===== config.mk =====
export PLATFORM = sky130hd
export DESIGN_NAME = bpc_pixel_combiner
export DESIGN_NICKNAME = d
export VERILOG_FILES = /design/src/rtl/bpc_pkg.sv /design/src/rtl/bpc_plane_shifter.sv /design/src/rtl/bpc_attr_latch.sv /design/src/rtl/bpc_attr_apply.sv /design/src/rtl/bpc_pixel_combiner.sv
export SDC_FILE = /design/constraint.sdc
export NUM_CORES = 1
export LEC_CHECK = 0
export ABC_AREA = 0
export ABC_CLOCK_PERIOD_IN_PS = 4600
export BUFFER_PORTS_ARGS = -buffer_cell sky130_fd_sc_hd__buf_2
export CORE_ASPECT_RATIO = 0.6
export CORE_UTILIZATION = 55
export CTS_CLUSTER_DIAMETER = 50
export DETAILED_ROUTE_END_ITERATION = 10
export GPL_TIMING_DRIVEN = 0
export MAX_ROUTING_LAYER = met4
export PLACE_DENSITY = 0.9
export RECOVER_POWER = 100
export SLEW_MARGIN = 20
export SYNTH_ARGS = -nofsm -noshare
export SYNTH_HDL_FRONTEND = slang
export SYNTH_HIERARCHICAL = 1
export SYNTH_SLANG_ARGS = --single-unit
export TNS_END_PERCENT = 100

===== constraint.sdc =====
create_clock -name clk -period 4.6 [get_ports clk]
set_input_delay 0.69 -clock clk [delete_from_list [all_inputs] [get_ports clk]]
set_output_delay 0.69 -clock clk [all_outputs]
set_load 0.01 [all_outputs]

===== src/rtl/bpc_pkg.sv =====
package bpc_pkg;

   // Cell attribute flags captured from the attribute plane byte
   typedef struct packed {
      logic underline;
      logic reverse;
      logic blink;
   } cell_attr_t;

   // Positions of the flags inside the attribute byte (counted from its msb)
   localparam int unsigned UL_FROM_TOP  = 0;
   localparam int unsigned REV_FROM_TOP = 2;
   localparam int unsigned BLK_FROM_TOP = 3;

endpackage


===== src/rtl/bpc_plane_shifter.sv =====
module bpc_plane_shifter #(
   parameter int unsigned WIDTH = 8
) (
   input  logic             clk,
   input  logic             rst_n,
   input  logic             load,
   input  logic             shift,
   input  logic [WIDTH-1:0] din,
   output logic             pix
);
   localparam int unsigned MSB = WIDTH - 1;

   logic [WIDTH-1:0] sr_q;

   generate
      if (WIDTH < 2) begin : g_bad_width
         $error("bpc_plane_shifter: WIDTH must be at least 2");
      end
   endgenerate

   always_ff @(posedge clk or negedge rst_n) begin
      if (!rst_n) begin
         sr_q <= '0;
      end else if (load) begin
         sr_q <= din;
      end else if (shift) begin
         sr_q <= {sr_q[MSB-1:0], 1'b0};
      end
   end

   assign pix = sr_q[MSB];

   // a pixel step without a load moves the next bit to the output
   a_r2_shift_step : assert property (@(posedge clk) disable iff (!rst_n)
      (shift && !load) |=> (pix == $past(sr_q[MSB-1])));

   // a load presents the byte msb on the next cycle
   a_r2_load_msb : assert property (@(posedge clk) disable iff (!rst_n)
      load |=> (pix == $past(din[MSB])));

endmodule


===== src/rtl/bpc_attr_latch.sv =====
module bpc_attr_latch
   import bpc_pkg::*;
(
   input  logic       clk,
   input  logic       rst_n,
   input  logic       load,
   input  cell_attr_t attr_in,
   output cell_attr_t attr_q
);
   always_ff @(posedge clk or negedge rst_n) begin
      if (!rst_n) begin
         attr_q <= '0;
      end else if (load) begin
         attr_q <= attr_in;
      end
   end

   // attributes stay fixed between loads
   a_r7_hold : assert property (@(posedge clk) disable iff (!rst_n)
      !load |=> $stable(attr_q));

endmodule


===== src/rtl/bpc_attr_apply.sv =====
module bpc_attr_apply
   import bpc_pkg::*;
(
   input  cell_attr_t attr,
   input  logic       pix_in,
   input  logic       blink_phase,
   input  logic       row_last,
   output logic       pix_out
);
   logic ul_eff;
   logic rev_eff;
   logic hide;
   logic d;

   always_comb begin
      ul_eff  = attr.underline;
      rev_eff = attr.reverse;
      hide    = 1'b0;
      if (attr.blink && blink_phase) begin
         if (attr.underline || attr.reverse) begin
            ul_eff  = 1'b0;
            rev_eff = 1'b0;
         end else begin
            hide = 1'b1;
         end
      end
      d = pix_in;
      if (ul_eff && row_last) d = 1'b1;
      if (rev_eff)            d = ~d;
      if (hide)               d = 1'b0;
      pix_out = d;
   end

endmodule


===== src/rtl/bpc_pixel_combiner.sv =====
module bpc_pixel_combiner
   import bpc_pkg::*;
#(
   parameter int unsigned PLANES       = 8,
   parameter int unsigned PIX_PER_BYTE = 8,
   parameter int unsigned FG_PLANE     = 2,
   parameter int unsigned ATTR_PLANE   = 3
) (
   input  logic                           clk,
   input  logic                           rst_n,
   input  logic                           load,
   input  logic                           pix_en,
   input  logic [PLANES*PIX_PER_BYTE-1:0] plane_data,
   input  logic [PLANES-1:0]              plane_enable,
   input  logic [PLANES-1:0]              plane_comp,
   input  logic                           attr_en,
   input  logic                           mode_640,
   input  logic                           mode_1280,
   input  logic                           half_phase,
   input  logic                           blink_phase,
   input  logic                           cell_row_last,
   output logic [PLANES-1:0]              pal_index,
   output logic                           fg_flag
);
   localparam int unsigned MSB_PLANE = PLANES - 1;
   localparam int unsigned NARROW    = PLANES / 2;
   localparam int unsigned W         = PIX_PER_BYTE;
   localparam int unsigned ATTR_BASE = ATTR_PLANE * W;

   generate
      if (PLANES < 4 || PLANES > 8) begin : g_bad_planes
         $error("bpc_pixel_combiner: PLANES must be 4 to 8");
      end
      if (PIX_PER_BYTE < 4) begin : g_bad_bytes
         $error("bpc_pixel_combiner: PIX_PER_BYTE must be at least 4");
      end
      if (FG_PLANE >= NARROW || ATTR_PLANE >= NARROW || FG_PLANE == ATTR_PLANE) begin : g_bad_roles
         $error("bpc_pixel_combiner: plane roles must be distinct lower planes");
      end
   endgenerate

   logic [PLANES-1:0] pix_bit;
   logic [PLANES-1:0] contrib;
   cell_attr_t        attr_in;
   cell_attr_t        attr_q;
   logic              fg_attr_bit;

   // Per-plane shifters
   generate
      for (genvar p = 0; p < PLANES; p++) begin : g_shift
         bpc_plane_shifter #(.WIDTH(W)) u_shift (
            .clk   (clk),
            .rst_n (rst_n),
            .load  (load),
            .shift (pix_en),
            .din   (plane_data[p*W +: W]),
            .pix   (pix_bit[p])
         );
      end
   endgenerate

   // Attribute capture from the attribute plane byte
   assign attr_in.underline = plane_data[ATTR_BASE + W - 1 - UL_FROM_TOP];
   assign attr_in.reverse   = plane_data[ATTR_BASE + W - 1 - REV_FROM_TOP];
   assign attr_in.blink     = plane_data[ATTR_BASE + W - 1 - BLK_FROM_TOP];

   bpc_attr_latch u_attr (
      .clk     (clk),
      .rst_n   (rst_n),
      .load    (load),
      .attr_in (attr_in),
      .attr_q  (attr_q)
   );

   bpc_attr_apply u_apply (
      .attr        (attr_q),
      .pix_in      (pix_bit[FG_PLANE]),
      .blink_phase (blink_phase),
      .row_last    (cell_row_last),
      .pix_out     (fg_attr_bit)
   );

   // Per-plane contribution; the role of each plane picks the variant
   generate
      for (genvar p = 0; p < PLANES; p++) begin : g_contrib
         if (p == ATTR_PLANE) begin : g_attr_plane
            always_comb begin
               if (attr_en || !plane_enable[p]) contrib[p] = plane_comp[p];
               else                             contrib[p] = pix_bit[p] ^ plane_comp[p];
            end
         end else if (p == FG_PLANE) begin : g_fg_plane
            logic d_fg;
            assign d_fg = attr_en ? fg_attr_bit : pix_bit[p];
            always_comb begin
               if (!plane_enable[p]) contrib[p] = plane_comp[p];
               else                  contrib[p] = d_fg ^ plane_comp[p];
            end
         end else if (p >= NARROW) begin : g_upper_plane
            always_comb begin
               if (!plane_enable[p] || mode_640) contrib[p] = plane_comp[p];
               else                              contrib[p] = pix_bit[p] ^ plane_comp[p];
            end
         end else begin : g_lower_plane
            always_comb begin
               if (!plane_enable[p]) contrib[p] = plane_comp[p];
               else                  contrib[p] = pix_bit[p] ^ plane_comp[p];
            end
         end
      end
   endgenerate

   // Output index with the 1280-mode phase substitution on the top bit
   always_comb begin
      pal_index = contrib;
      if (mode_1280) pal_index[MSB_PLANE] = half_phase;
   end

   assign fg_flag = contrib[FG_PLANE];

   // disabled planes show their complement bit
   generate
      for (genvar p = 0; p < PLANES; p++) begin : g_chk
         if (p != ATTR_PLANE && p != MSB_PLANE) begin : g_chk_forced
            a_r3_forced : assert property (@(posedge clk) disable iff (!rst_n)
               !plane_enable[p] |-> (pal_index[p] == plane_comp[p]));
         end
         if (p >= NARROW && p != MSB_PLANE) begin : g_chk_narrow
            a_r5_narrow : assert property (@(posedge clk) disable iff (!rst_n)
               mode_640 |-> (pal_index[p] == plane_comp[p]));
         end
      end
   endgenerate

   // top bit follows the phase in 1280 mode
   a_r6_phase : assert property (@(posedge clk) disable iff (!rst_n)
      mode_1280 |-> (pal_index[MSB_PLANE] == half_phase));

   // attribute plane shows only its complement bit
   a_r11_attr_plane : assert property (@(posedge clk) disable iff (!rst_n)
      attr_en |-> (pal_index[ATTR_PLANE] == plane_comp[ATTR_PLANE]));

   // blinking plain cell is hidden during the off phase
   a_r10_blink_hide : assert property (@(posedge clk) disable iff (!rst_n)
      (attr_en && blink_phase && attr_q.blink && !attr_q.reverse && !attr_q.underline
       && plane_enable[FG_PLANE]) |-> (fg_flag == plane_comp[FG_PLANE]));

endmodule


======== Yosys cells after proc, flatten, opt, wreduce, memory -nomap -nowiden ========
Index checks and enable logic that the tools add are counted.
cells by class
  mux-type cells .......................... 35
  bitwise logic cells ..................... 9
  reduce and logical (&&, ||, !) cells .... 14
operators by type and width
  kind                count
  2-to-1 mux 8 bit    16
  2-to-1 mux 1 bit    19
  XOR 1 bit           8
  logical OR 1 bit    6
  zero test 1 bit     5
  logical AND 1 bit   2
  nonzero test 2 bit  1
  inverter 1 bit      1
word-level totals
  flip-flop bits (word level) ............. 67
  bits of input ports ..................... 90
  output and inout bits ................... 9
  word-level logic and storage cells ...... 69

======== Longest topological paths before layout ========
Gate-level depths: netlist of the first run.
  word-level depth ........................ 11
  depth in mapped cells ................... 6
  mapped depth without buffers ............ 5

======== Cells and area by module ========
The synthesis of the first run kept the hierarchy.
modules (own cells, without submodules)
  module              times used  cells an instance  area an instance (um^2)  seq. area each (um^2)
  bpc_plane_shifter   8           34                 369.1                    200.2
  bpc_pixel_combiner  1           22                 146.4                    0.0
  bpc_attr_latch      1           6                  108.9                    75.1
  bpc_attr_apply      1           6                  48.8                     0.0

======== Worst setup path before layout of the first run ========
No wires, ideal clock.
  kind .................................... input to output
  start ................................... in cell_row_last
  end ..................................... out pal_index[2]
  arrival time ............................ 1,721 ps
  required time ........................... 3,910 ps
  setup slack ............................. 2,189 ps
  cell stages on the path ................. 6
  buffers on the path ..................... 1
  cells stage by stage .................... a21o_1 -> a221oi_2 -> mux2_1 -> nand2_1 -> xnor2_1 -> buf_4
between the ends
  cells in the longest elaborated chain, start to end .. 8
ends and longest elaborated chain
  element              line                      source
  start: declaration   bpc_pixel_combiner.sv:21  input logic cell_row_last,
  logical AND 1 bit *  bpc_attr_apply.sv:28      if (ul_eff && row_last) d = 1'b1;
  2-to-1 mux 1 bit *   bpc_attr_apply.sv:28
  inverter 1 bit       bpc_attr_apply.sv:29      if (rev_eff) d = ~d;
  2-to-1 mux 1 bit *   bpc_attr_apply.sv:29
  2-to-1 mux 1 bit *   bpc_attr_apply.sv:30      if (hide) d = 1'b0;
  net fg_attr_bit      bpc_pixel_combiner.sv:46  logic fg_attr_bit;
  2-to-1 mux 1 bit *   bpc_pixel_combiner.sv:93  assign d_fg = attr_en ? fg_attr_bit : pix_bit[p];
  XOR 1 bit *          bpc_pixel_combiner.sv:96  else contrib[p] = d_fg ^ plane_comp[p];
  2-to-1 mux 1 bit *   bpc_pixel_combiner.sv:95  if (!plane_enable[p]) contrib[p] = plane_comp[p];
  end: declaration     bpc_pixel_combiner.sv:22  output logic [PLANES-1:0] pal_index,
The timed path passes the listed nets; every way through them passes the cells marked *.

======== Worst setup path in the final report of the first run ========
  start ................................... in load
  end ..................................... reg g_shift[2].u_shift.sr_q[1]
between the ends
  cells in the longest elaborated chain, start to end .. 1
ends and longest elaborated chain
  element                                                 line                      source
  start: declaration                                      bpc_pixel_combiner.sv:11  input logic load,
  2-to-1 mux 8 bit or nonzero test 2 bit (tied branches)  -
  end signal: assignment                                  bpc_plane_shifter.sv:25   sr_q <= din;
  end signal: assignment                                  bpc_plane_shifter.sv:27   sr_q <= {sr_q[MSB-1:0], 1'b0};
  end: declaration                                        bpc_plane_shifter.sv:13   logic [WIDTH-1:0] sr_q;
Parallel ways exist; a longest one is shown, timed or not.
A chain may end at the register's enable or synchronous reset.

==> results of run 1 <==
worst max-delay path, delay by kind of cell:
kind | cells | cell delay, ns
AO/OA/AOI/OAI | 1 | 0.11
buffers and inverters | 2 | 1.94
AND/OR/NAND/NOR | 1 | 0.12
power by group:
group	internal, mW	switching, mW	total, mW
registers	0.647	0.0342	0.682
logic	0.104	0.103	0.206
clock network	0.264	0.210	0.474
total	1.02	0.347	1.36
cell families (layout without fill, tap and decap cells):
group                  after synthesis  in the layout  synth area share [%]
buffers and inverters               17            131                  5.76
flip-flops                          67             67                  51.5
AND/OR/NAND/NOR                     84             84                  10.7
AO/OA/AOI/OAI                       70             70                  11.3
multiplexers                        60             60                  18.6
XOR/XNOR                             8              8                  2.15
registers in the layout (all words and copies together) (netlist names):
name,flops
u_attr/attr_q,3
g_shift.u_shift/sr_q,64
cell usage in the layout, fill, tap and decap left out:
| cell type | synthesis | final |
|---|---|---|
| mux2_2 | 3 | 3 |
| a221oi_1 | 0 | 1 |
| buf_6 | 16 | 8 |
| o21ai_1 | 56 | 8 |
| buf_4 | 1 | 1 |
| xnor2_1 | 5 | 5 |
| xor2_1 | 3 | 3 |
| buf_2 | 0 | 87 |
| a21boi_0 | 1 | 1 |
| clkinvlp_4 | 0 | 2 |
| bufinv_16 | 0 | 1 |
| a21o_1 | 1 | 1 |
| and2_1 | 1 | 1 |
| clkbuf_8 | 0 | 10 |
| nor2_1 | 2 | 2 |
| nand2_1 | 70 | 70 |
| o21ai_0 | 10 | 58 |
| nand3b_1 | 3 | 3 |
| buf_12 | 0 | 1 |
| dfrtp_1 | 67 | 67 |
| a211oi_1 | 1 | 1 |
| clkbuf_1 | 0 | 20 |
| mux2i_1 | 56 | 56 |
| clkinv_2 | 0 | 1 |
| nand2b_1 | 8 | 8 |
| mux2_1 | 1 | 1 |
cell usage after synthesis:
| cell type | number | area (um2) |
|---|---|---|
| a21boi_0 | 1 | 7.51 |
| nor2_1 | 2 | 7.51 |
| and2_1 | 1 | 6.26 |
| mux2_2 | 3 | 33.8 |
| mux2i_1 | 56 | 561 |
| nand2_1 | 70 | 263 |
| buf_4 | 1 | 7.51 |
| nand3b_1 | 3 | 22.5 |
| a221oi_2 | 1 | 15.0 |
| dfrtp_1 | 67 | 1680 |
| xor2_1 | 3 | 26.3 |
| o21ai_0 | 10 | 50.1 |
| a211oi_1 | 1 | 7.51 |
| nand2b_1 | 8 | 50.1 |
| buf_6 | 16 | 180 |
| o21ai_1 | 56 | 280 |
| mux2_1 | 1 | 11.3 |
| a21o_1 | 1 | 7.51 |
| xnor2_1 | 5 | 43.8 |
worst max-delay path by stage:
stage                       start                         end  slack, ns  cells past startpoint
CTS                 cell_row_last                pal_index[2]       2.02                      8
global placement    cell_row_last                pal_index[2]       2.06                      8
global route                 load  g_shift[2].u_shift/sr_q[1]       1.73                      4
detailed placement  cell_row_last                pal_index[2]       2.02                      8
finish                       load  g_shift[2].u_shift/sr_q[1]       1.94                      4
floorplan           cell_row_last                pal_index[2]       2.19                      6
final cells by class:
class | instances | area, um2 | area share (%)
buffer | 17 | 128 | 3.21
clock buffer | 12 | 145 | 3.65
clock inverter | 4 | 50.0 | 1.26
multi-input combinational | 222 | 1390 | 34.8
sequential | 67 | 1680 | 42.1
tap | 80 | 100 | 2.52
timing repair buffer | 98 | 493 | 12.4
through the flow:
step	setup slack, ns	std cells	util [%]
after floorplan	2.19	306	-
after global placement	2.06	483	68.0
after detailed placement	2.02	484	68.4
after CTS	2.02	500	71.9
after global routing	1.73	500	70.4
final	1.94	500	70.4
layer usage:
| metal | vias to the layer above | global-route usage [%] |
|---|---|---|
| li1 | 1271 | - |
| met1 | 1179 | 27.9 |
| met2 | 67 | 36.0 |
| met3 | 6 | 7.26 |
| met4 | 0 | 8.07 |
| met5 | - | - |
==> reports/results.tsv, run 1 <==
stage	metric	value	unit
route	Avg WL per Cell	13.1	um
route	vias	2523	
floorplanning	core region area	0.00565	mm2
sta	Tightest Pin Transition	2.18	ns
power_and_ir_drop	Leak Pwr	1.98	nW
min_path	hold depth	2	
floorplanning	die height	61.6	um
sta	Max Slew Vio Count	87	
route	WL met1	3090	um
critical_path	Reg-to-Reg Start	g_shift[5].u_shift/sr_q[6]	
power_and_ir_drop	VDD IR max	0.180	mV
sta	Fin. Hold Viols	0	
placement	final RePlAce weighted congestion	0.715	
clocking	CTS Buf Count	9	
placement	hpwl dp	4760	um
synthesis	post-synth net total	396	
global_route	pin count of the biggest net entering global routing	60	
sta	Max Clock Freq	375	MHz
sta	Final Skew	0.00699	ns
critical_path	Setup CP Type	in2reg	
clocking	CTS clk-pin slew, worst paths	0.07	ns
clocking	Post-CTS Hold Buffers	0	
synthesis	Seq cells post-synth	67	
critical_path	Worst setup SP type	input port	
synthesis	Synthesis Warnings	6	
cells_and_area	Ant. Diodes	0	
route	drt first pass iters	4	
clocking	CTS Buffer Depth	2	
cells_and_area	Fillers	465	
clocking	post-CTS sizing	0	
critical_path	CP peak stage delay	1.53	ns
critical_path	slowest CP cell	clkbuf_1	
critical_path	R2R Path End	g_shift[5].u_shift/sr_q[6]	
floorplanning	IO Count	99	
floorplanning	die area	0.00624	mm2
clocking	Root Driver	clkbuf_8	
critical_path	R2R setup slack	3.72	ns
critical_path	crit-path max FO	59	
critical_path	CP arrival	2.89	ns
global_route	gr usage total	22.7	%
global_route	initial antenna violation count	0	
synthesis	netlist area before placement	0.00326	mm2
synthesis	Seq/Total Area, Yosys	51.5	%
clocking	CTS Sinks	67	
cells_and_area	Final Cell Area	0.00398	mm2
critical_path	reg2reg path depth	2	
clocking	Post-CTS Setup Inserts	0	
floorplanning	Starting Density	57.7	%
placement	port bufs	97	
route	Top Layer Used	met4	
cells_and_area	Area Overhead vs Synth	22.2	%
min_path	Hold EP	g_shift[4].u_shift/sr_q[0]	
power_and_ir_drop	Pwr Total	1.36	mW
sta	max_slew headroom	-45.6	%
critical_path	CP Cell Sequence	clkbuf_1, clkbuf_1, nand2_1, o21ai_0	
clocking	CTS tree	yes	
route	Initial DRC Count	77	
clocking	H-tree Lvls	3	
critical_path	WP data required	4.82	ns
cells_and_area	NumNets Final	505	
sta	final setup fails	0	
global_route	number of global-route vias before repair	2209	
route	Routed WL	6540	um
global_route	first-pass GRT wire length	10100	um
sta	setup tns final	0	ns
route	met2 wire length	3020	um
run_status	failing checks	capacitance limit, slew limit	
synthesis	synthesized area per cell	10.6	um2
min_path	min-delay worst type	reg2reg	
sta	final worst path period share	57.9	%
clocking	Worst-Skew Late Latency	0.34	ns
route	DRC viols	0	
run_status	outcome	finished, violations left	
global_route	GRT overflow	0	
route	antenna-violating nets left	0	
critical_path	most used cell along the critical path	clkbuf_1	
power_and_ir_drop	PD cells	342	mW/mm2
route	Avg Vias per Cell	5.05	
placement	DP Area	0.00386	mm2
floorplanning	row count	21	
sta	RSZ-0062 raised after global routing	no	
synthesis	post-synthesis cell type count	19	
flow_run	max_cap viols	2	
cells_and_area	share of post-route cells with drive strength above 1	27.1	%
sta	worst hold slack	0.552	ns
critical_path	crit end category	flop	
min_path	hold_sp	g_shift[4].u_shift/sr_q[0]	
route	met3 routed WL	387	um
floorplanning	die width	101	um
sta	Final min period	2.66	ns
synthesis	post-synthesis cell count	306	
No activity file was read; power rests on OpenSTA's default activity.
==> run 2: changes to the inputs <==
- ABC_CLOCK_PERIOD_IN_PS: 4600 -> 2600
- CORE_UTILIZATION: 55 -> 51
- PLACE_DENSITY: 0.9 -> 0.84
- clock period: 4.6 -> 2.6 ns (I/O delays scaled with it)
==> run 2 against run 1 <==
Effect of this change: clock power is 62% higher; register-to-register slack worse by 1.9 ns; the run still ends with capacitance limit, slew limit left; sequential share of layout area is 0.053 points higher; highest routed layer unchanged.
==> reports/results.tsv, run 2 (synthesis results as in run 1) <==
stage	metric	value	unit
run_status	outcome	finished, violations left	
run_status	failing checks	capacitance limit, slew limit	
cells_and_area	Area Overhead vs Synth	22.0	%
sta	Final Skew	0.00706	ns
critical_path	CP arrival	1.93	ns
flow_run	max_cap viols	1	
global_route	pin count of the biggest net entering global routing	60	
route	DRC viols	0	
floorplanning	die area	0.00672	mm2
global_route	gr usage total	21.4	%
sta	final worst path period share	89.2	%
floorplanning	Starting Density	53.1	%
floorplanning	row count	22	
placement	hpwl dp	4650	um
route	Routed WL	6520	um
critical_path	CP peak stage delay	0.43	ns
global_route	GRT overflow	0	
sta	final setup fails	0	
clocking	H-tree Lvls	3	
min_path	min-delay worst type	in2reg	
clocking	Root Driver	clkbuf_8	
floorplanning	die width	105	um
clocking	CTS clk-pin slew, worst paths	0.07	ns
critical_path	crit-path max FO	5	
critical_path	delay-heaviest family, CP	flip-flops	
cells_and_area	largest register by flop count	g_shift.u_shift/sr_q	
clocking	CTS Sinks	67	
cells_and_area	Ant. Diodes	0	
placement	port bufs	97	
cells_and_area	biggest regs	g_shift.u_shift/sr_q: 64 flops, u_attr/attr_q: 3 flops	
power_and_ir_drop	PD cells	588	mW/mm2
cells_and_area	share of post-route cells with drive strength above 1	27.4	%
route	Initial DRC Count	101	
route	antenna-violating nets left	0	
route	drt first pass iters	4	
global_route	initial antenna violation count	0	
sta	Max Clock Freq	431	MHz
cells_and_area	Layout Cells excl Fill	503	
route	Avg WL per Cell	13.0	um
cells_and_area	NumNets Final	505	
critical_path	crit end category	primary output	
clocking	CTS Buf Count	9	
route	vias	2496	
sta	final setup margin	0.282	ns
critical_path	CP Cell Sequence	a211oi_1, a221oi_2, mux2_1, nand2_1, xnor2_1, buf_4, clkbuf_1	
critical_path	slowest CP cell	dfrtp_1	
global_route	number of global-route vias before repair	2436	
floorplanning	core region area	0.00614	mm2
clocking	CTS tree	yes	
sta	RSZ-0062 raised after global routing	no	
sta	Tightest Pin Transition	1.73	ns
placement	Place WS	0.585	ns
clocking	CTS Buffer Depth	2	
floorplanning	die height	63.9	um
critical_path	Buf+Inv Stages, Crit Path	2	
floorplanning	IO Count	99	
sta	Final min period	2.32	ns
clocking	post-CTS sizing	0	
cells_and_area	commonest cells after routing, fill and taps aside	buf_2, nand2_1, dfrtp_1	
critical_path	WP data required	2.21	ns
route	Avg Vias per Cell	4.96	
sta	Max Slew Vio Count	30	
clocking	Post-CTS Setup Inserts	0	
critical_path	Setup CP Type	reg2out	
sta	setup tns final	0	ns
critical_path	Worst setup SP type	flop	
cells_and_area	commonest non-fill, non-tap cell in the layout	buf_2	
clocking	Post-CTS Hold Buffers	0	
placement	DP Cell Count	488	
placement	final RePlAce weighted congestion	0.768	
cells_and_area	max reg flops	64	
power_and_ir_drop	VDD IR max	0.470	mV
clocking	Worst-Skew Late Latency	0.32	ns
power_and_ir_drop	Leak Pwr	1.98	nW
global_route	first-pass GRT wire length	11000	um
sta	max_slew headroom	-15.4	%
sta	Fin. Hold Viols	0	
run 2: cell types whose count changed in the layout (fill, tap and decap cells not counted), sizes merged:
cell | previous run | this run
clkbuf | 30 | 32
buf | 97 | 96
clkinvlp | 2 | 0
clkinv | 1 | 2
bufinv | 1 | 0
run 2: per-layer routing:
layer	up-vias	share of wire (%)	GRT usage (%)
met4	0	0.98	4.40
met3	8	5.6	6.12
li1	1272	-	-
met5	-	0	-
met2	81	43	32.2
met1	1135	50	29.0
run 2: area by class of cell:
type                       instances  area [um2]
buffer                            17         128
clock buffer                      13         169
clock inverter                     2        10.0
fill                             522        2160
sequential                        67        1680
multi-input combinational        222        1390
tap                               84         105
timing repair buffer              98         493
run 2: final timing paths:
| check | cells after the start | startpoint | to | slack, ns |
|---|---|---|---|---|
| worst max-delay path | 7 | g_shift[2].u_shift/sr_q[7] | pal_index[2] | 0.28 |
| worst min-delay path | 3 | plane_data[3] | g_shift[0].u_shift/sr_q[3] | 0.27 |
| worst max register to register | 1 | u_attr/attr_q[2] | u_attr/attr_q[2] | 1.78 |
| worst min register to register | 1 | u_attr/attr_q[0] | u_attr/attr_q[0] | 0.54 |
| max in group asynchronous | 1 | rst_n | g_shift[7].u_shift/sr_q[4] | 1.07 |
| min in group asynchronous | 1 | rst_n | g_shift[5].u_shift/sr_q[7] | 0.52 |
run 2: through the flow:
| stage | hold WS, ns | total power, mW | util (%) | area [um2] |
|---|---|---|---|---|
| after floorplan | 0.0944 | 1.45 | - | 3260 |
| after global placement | 0.511 | 1.60 | 62.7 | 3850 |
| after detailed placement | 0.350 | 1.62 | 63.0 | 3870 |
| after CTS | 0.00331 | 2.40 | 66.0 | 4050 |
| after global routing | 0.261 | 2.48 | 64.7 | 3970 |
| final | 0.271 | 2.34 | 64.7 | 3970 |
run 2: report_power, final:
part	internal, mW	switching, mW
logic	0.183	0.184
clock network	0.417	0.351
registers	1.15	0.0590
total	1.75	0.593
